## src/rtl/osw_pkg.sv

```systemverilog
package osw_pkg;

  typedef enum logic [2:0] {
    ST_INIT  = 3'd0,
    ST_OSCW  = 3'd1,
    ST_OPRST = 3'd2,
    ST_RUN   = 3'd3,
    ST_STOP  = 3'd4
  } osw_state_e;

  typedef enum logic [1:0] {
    CAUSE_PIN  = 2'd0,
    CAUSE_SOFT = 2'd1,
    CAUSE_WAKE = 2'd2
  } osw_cause_e;

  function automatic int imax(int a, int b);
    return (a > b) ? a : b;
  endfunction

endpackage

```

## src/rtl/osw_len_sel.sv

```systemverilog
module osw_len_sel
  import osw_pkg::*;
#(
  parameter int TAP0_EXP = 11,
  parameter int TAP1_EXP = 14,
  parameter int TAP2_EXP = 16,
  parameter int TAP3_EXP = 18,
  parameter int PLL_EXP  = 15,
  parameter int CW       = 19
) (
  input  osw_cause_e      cause,
  input  logic [1:0]      wsel_q,
  input  logic            osc_stop_cfg,
  input  logic            pll_used,
  output logic [CW-1:0]   len_m1
);

  localparam int NTAPS = 4;
  localparam int TAPS [NTAPS] = '{TAP0_EXP, TAP1_EXP, TAP2_EXP, TAP3_EXP};
  localparam logic [CW-1:0] ONE = {{(CW-1){1'b0}}, 1'b1};
  localparam logic [CW-1:0] PLL_LEN = ONE << PLL_EXP;

  logic [CW-1:0] tap_len [NTAPS];
  logic [CW-1:0] osc_len;
  logic [CW-1:0] len;

  for (genvar g = 0; g < NTAPS; g++) begin : g_tap
    assign tap_len[g] = ONE << TAPS[g];
  end

  assign osc_len = tap_len[wsel_q];

  always_comb begin
    unique case (cause)
      CAUSE_SOFT: len = osc_len;
      CAUSE_WAKE: begin
        if (!osc_stop_cfg)
          len = tap_len[0];
        else if (pll_used && (PLL_LEN > osc_len))
          len = PLL_LEN;
        else
          len = osc_len;
      end
      default:    len = tap_len[0];
    endcase
  end

  assign len_m1 = len - ONE;

endmodule

```

## src/rtl/osw_down_ctr.sv

```systemverilog
module osw_down_ctr #(
  parameter int CW = 19
) (
  input  logic          clk,
  input  logic          init_n,
  input  logic          load,
  input  logic [CW-1:0] load_val,
  output logic [CW-1:0] cnt,
  output logic          done
);

  always_ff @(posedge clk or negedge init_n) begin
    if (!init_n)
      cnt <= '0;
    else if (load)
      cnt <= load_val;
    else if (cnt != '0)
      cnt <= cnt - 1'b1;
  end

  assign done = (cnt == '0);

endmodule

```

## src/rtl/osw_ctrl_fsm.sv

```systemverilog
module osw_ctrl_fsm
  import osw_pkg::*;
#(
  parameter int CW           = 19,
  parameter int OPRST_CYCLES = 16
) (
  input  logic          clk,
  input  logic          init_n,
  input  logic          int_init,
  input  logic          stop_req,
  input  logic          wake,
  input  logic          done,
  input  logic [CW-1:0] wait_len_m1,
  output osw_state_e    state,
  output osw_cause_e    len_cause,
  output logic          load,
  output logic [CW-1:0] load_val
);

  localparam logic [CW-1:0] OPRST_M1 = CW'(OPRST_CYCLES - 1);

  osw_state_e state_n;
  osw_cause_e cause_q, cause_n;

  assign len_cause = (state == ST_STOP) ? CAUSE_WAKE : cause_q;

  always_comb begin
    state_n  = state;
    cause_n  = cause_q;
    load     = 1'b0;
    load_val = wait_len_m1;
    unique case (state)
      ST_INIT: begin
        state_n = ST_OSCW;
        load    = 1'b1;
      end
      ST_OSCW: begin
        if (int_init) begin
          state_n = ST_INIT;
          cause_n = CAUSE_SOFT;
        end else if (done) begin
          if (cause_q == CAUSE_WAKE) begin
            state_n = ST_RUN;
          end else begin
            state_n  = ST_OPRST;
            load     = 1'b1;
            load_val = OPRST_M1;
          end
        end
      end
      ST_OPRST: begin
        if (int_init) begin
          state_n = ST_INIT;
          cause_n = CAUSE_SOFT;
        end else if (done) begin
          state_n = ST_RUN;
        end
      end
      ST_RUN: begin
        if (int_init) begin
          state_n = ST_INIT;
          cause_n = CAUSE_SOFT;
        end else if (stop_req) begin
          state_n = ST_STOP;
        end
      end
      ST_STOP: begin
        if (int_init) begin
          state_n = ST_INIT;
          cause_n = CAUSE_SOFT;
        end else if (wake) begin
          state_n = ST_OSCW;
          cause_n = CAUSE_WAKE;
          load    = 1'b1;
        end
      end
      default: begin
        state_n = ST_INIT;
        cause_n = CAUSE_PIN;
      end
    endcase
  end

  always_ff @(posedge clk or negedge init_n) begin
    if (!init_n) begin
      state   <= ST_INIT;
      cause_q <= CAUSE_PIN;
    end else begin
      state   <= state_n;
      cause_q <= cause_n;
    end
  end

endmodule

```

## src/rtl/osc_wait_seq.sv

```systemverilog
module osc_wait_seq
  import osw_pkg::*;
#(
  parameter int TAP0_EXP     = 11,
  parameter int TAP1_EXP     = 14,
  parameter int TAP2_EXP     = 16,
  parameter int TAP3_EXP     = 18,
  parameter int PLL_EXP      = 15,
  parameter int OPRST_CYCLES = 16
) (
  input  logic       clk,
  input  logic       init_n,
  input  logic       int_init,
  input  logic       stop_req,
  input  logic       wake,
  input  logic [1:0] wsel,
  input  logic       osc_stop_cfg,
  input  logic       pll_used,
  output logic [2:0] state,
  output logic       op_rst,
  output logic       clk_ready
);

  localparam int MAXE = imax(imax(imax(TAP0_EXP, TAP1_EXP), imax(TAP2_EXP, TAP3_EXP)),
                             imax(PLL_EXP, $clog2(OPRST_CYCLES)));
  localparam int CW = MAXE + 1;

  osw_state_e    st;
  osw_cause_e    len_cause;
  logic [1:0]    wsel_q;
  logic [CW-1:0] wait_len_m1;
  logic [CW-1:0] load_val;
  logic [CW-1:0] cnt;
  logic          load;
  logic          done;

  // Wait-select latch: follows the programmed code only while running,
  // cleared to the shortest code by the init pin.
  always_ff @(posedge clk or negedge init_n) begin
    if (!init_n)
      wsel_q <= 2'b00;
    else if (st == ST_RUN)
      wsel_q <= wsel;
  end

  osw_len_sel #(
    .TAP0_EXP(TAP0_EXP), .TAP1_EXP(TAP1_EXP), .TAP2_EXP(TAP2_EXP),
    .TAP3_EXP(TAP3_EXP), .PLL_EXP(PLL_EXP), .CW(CW)
  ) u_len (
    .cause        (len_cause),
    .wsel_q       (wsel_q),
    .osc_stop_cfg (osc_stop_cfg),
    .pll_used     (pll_used),
    .len_m1       (wait_len_m1)
  );

  osw_ctrl_fsm #(.CW(CW), .OPRST_CYCLES(OPRST_CYCLES)) u_fsm (
    .clk         (clk),
    .init_n      (init_n),
    .int_init    (int_init),
    .stop_req    (stop_req),
    .wake        (wake),
    .done        (done),
    .wait_len_m1 (wait_len_m1),
    .state       (st),
    .len_cause   (len_cause),
    .load        (load),
    .load_val    (load_val)
  );

  osw_down_ctr #(.CW(CW)) u_ctr (
    .clk      (clk),
    .init_n   (init_n),
    .load     (load),
    .load_val (load_val),
    .cnt      (cnt),
    .done     (done)
  );

  assign state     = st;
  assign op_rst    = (st == ST_OPRST);
  assign clk_ready = (st == ST_OPRST) || (st == ST_RUN);

endmodule

```

## config.mk

```make
export PLATFORM = sky130hd
export DESIGN_NAME = osc_wait_seq
export DESIGN_NICKNAME = d
export VERILOG_FILES = /design/src/rtl/osw_pkg.sv /design/src/rtl/osw_len_sel.sv /design/src/rtl/osw_down_ctr.sv /design/src/rtl/osw_ctrl_fsm.sv /design/src/rtl/osc_wait_seq.sv
export SDC_FILE = /design/constraint.sdc
export NUM_CORES = 1
export LEC_CHECK = 0
export CORE_MARGIN = 2
export CORE_UTILIZATION = 47
export CTS_CLUSTER_SIZE = 25
export DETAILED_ROUTE_END_ITERATION = 6
export DONT_BUFFER_PORTS = 1
export GPL_TIMING_DRIVEN = 0
export PLACE_DENSITY = 0.7
export REMOVE_ABC_BUFFERS = 1
export SLEW_MARGIN = 10
export SYNTH_ARGS = -nofsm -noshare
export SYNTH_HDL_FRONTEND = slang
export SYNTH_HIERARCHICAL = 1
export SYNTH_SLANG_ARGS = --single-unit
```

## constraint.sdc

```tcl
create_clock -name clk -period 8.38 [get_ports clk]
set_input_delay 0.838 -clock clk [delete_from_list [all_inputs] [get_ports clk]]
set_output_delay 0.838 -clock clk [all_outputs]
set_load 0.005 [all_outputs]
```

==> run metrics <==
status completed; post-detail-place hpwl 2.86 mm; ant diodes 0; register area share after synthesis 0.316; # IOs 14; Layout Nets 249; GPL Wtd Cong 0.788; Seq cells post-synth 26; antenna-violating nets left 0; Vias/cell 5.57; Synth Flop Type dfrtp_1; clk_skew 0.00344 ns; EDFF count, synth 0; Post-CTS Resized 0; Critical Path AT 4.22 ns; maximum buffer depth of the clock tree 2; DIE AREA 4930 um^2; type of the worst min-delay path primary input to asynchronous set/reset pin; Starting Density 0.480; Syn-to-layout area delta 0.182%; # hold bufs at CTS 0; Worst Setup End Kind register; Skew-Pair Late Insertion Delay 0.27 ns; unrepaired setup endpoints after global routing no; FMAX 245 MHz; Rows 24; Vias 1,592; Post-Syn Instances 242; final setup fails 0; die span in y 70.2 um; Mean Syn Cell Area 8.52 um^2; period utilization 0.488; commonest cells after routing, fill and taps aside nand2_1 (26), dfrtp_1 (26), and2_1 (18), nor2_1 (14); die width 70.2 um; final WL 4.00 mm; power density over the cells 214 nW/um^2; DRC 0; port buffer count 0; ratio of cells with drive above 1 in the final layout 0.107; worst-path fanout max 17; Placeable Area 4290 um^2; largest net degree at the start of global routing 27; synth top area cells dfrtp_1 (32%), and2_1 (5.5%), buf_4 (4.7%); asr flop ratio synth 1.00; Least-Margin Pin Slew 0.950 ns; Yosys warnings 6; synth unique cells 59; critical path required time 8.51 ns; drt pass-1 iters 4; clock slew at reported path FFs 0.09 ns; critical path type register to register; setup tns final 0 ns; critical path startpoint category register; top cell type's share of synthesized area 0.316; post-synth top area cell dfrtp_1; final core utilization 0.481; TritonCTS clock tree built; Static Leakage 0.824 nW; Hold Fails Final Rpt 0; first-pass GRT wire length 7.09 mm; post-layout min period 4.09 ns; synthesized area 2060 um^2; vias in the first global route 1,532; Non-Filler Instances 286; initial antenna violation count 0; clock root cell clkbuf_8; CTS H-tree depth 1; TritonCTS Buffers 3; Slew HR 0.361; max_cap viols 0; Clock Sinks 26; Post-CTS Setup Inserts 0; total gr overflow 0; GRT Resource Usage Total 0.177; Cells after DPL 283; Initial DRC Count 99; routed length per instance 14.0 um; Final Max Slew Viols 0; worst vdd ir 0.112 mV
[power breakdown]
group	switching (W)	internal, W
registers	0.0000483	0.000166
clock network	0.0000388	0.0000322
logic	0.0000812	0.0000750
total	0.000168	0.000273
[final timing paths]
kind | depth (start not counted) | to | slack (ns) | start
setup / recovery | 10 | u_ctr/cnt[8]$_DFFE_PN0P_ | 4.29 | u_ctr/cnt[3]$_DFFE_PN0P_
hold / removal | 0 | u_ctr/cnt[1]$_DFFE_PN0P_ | 0.25 | init_n
setup reg to reg | 10 | u_ctr/cnt[8]$_DFFE_PN0P_ | 4.29 | u_ctr/cnt[3]$_DFFE_PN0P_
hold reg to reg | 2 | u_fsm/cause_q[1]$_DFFE_PN0P_ | 0.55 | u_fsm/cause_q[1]$_DFFE_PN0P_
max in group asynchronous | 0 | u_fsm/state[0]$_DFFE_PN0P_ | 8.05 | init_n
min in group clk | 2 | u_fsm/cause_q[1]$_DFFE_PN0P_ | 0.55 | u_fsm/cause_q[1]$_DFFE_PN0P_
[registers in the layout, summed over array words and instances (netlist names)]
name / count
u_fsm/cause_q: 2
wsel_q: 2
u_ctr/cnt: 19
u_fsm/state: 3
[metal layers]
metal | global-route usage | share of wire
met5 | 0 | 0
met4 | 0.0321 | 0.0042
met3 | 0.0418 | 0.050
met2 | 0.302 | 0.50
met1 | 0.230 | 0.45
[synthesized netlist by cell type (3+ instances only)]
| library cell | n |
|---|---|
| buf_4 | 13 |
| nor4_1 | 7 |
| nor2_1 | 15 |
| xnor2_1 | 6 |
| clkbuf_1 | 3 |
| nand3_1 | 5 |
| dfrtp_1 | 26 |
| nand2b_1 | 10 |
| o21ai_1 | 4 |
| ha_1 | 4 |
| buf_2 | 3 |
| xor2_1 | 7 |
| nand4_1 | 3 |
| o21ai_0 | 11 |
| and2_1 | 18 |
| a22oi_1 | 3 |
| a21oi_1 | 5 |
| buf_6 | 3 |
| inv_1 | 9 |
| nor3_1 | 8 |
| nand2_1 | 26 |
| o31ai_1 | 8 |
[layout make-up]
type                    instances  area (um^2)
clock buffers                   3         41.3
fillers                       436         2230
inverters                      10         37.5
multi-input cells             194         1260
flip-flops and latches         26          651
well taps                      52         65.1
repair buffers                  1         15.0
[worst max-delay path, cell delays in order (launching register included)]
cell and delay [ns]:
dfrtp_1 0.43, nor4_1 0.82, nand3_1 0.47, nor2_2 0.51
a32oi_1 0.20, o22a_2 0.24, nor2_2 0.44, buf_8 0.23
inv_1 0.09, o21ai_1 0.33, o21ai_0 0.19
[kinds of logic (layout without fill, tap and decap cells)]
family	count (synthesis)	after routing	share of synthesized area
mux	3	3	0.0194
other cells	1	11	0.00182
xor+xnor	13	13	0.0552
buf+inv	32	14	0.0947
fa+ha+maj	4	4	0.0243
flops	26	26	0.316
simple gates	113	113	0.319
compound gates	50	50	0.170
[per-stage QoR]
stage               power, W  hold WS (ns)  area [um^2]  worst slack (ns)
floorplan           0.000334         0.478         1940              4.57
global placement    0.000367         0.515         2010              3.49
detailed placement  0.000372         0.518         2020              4.29
CTS                 0.000447         0.238         2070              4.30
global route        0.000481         0.230         2070              3.89
finish              0.000441         0.251         2070              4.29
(Power assumes the default switching activity.)
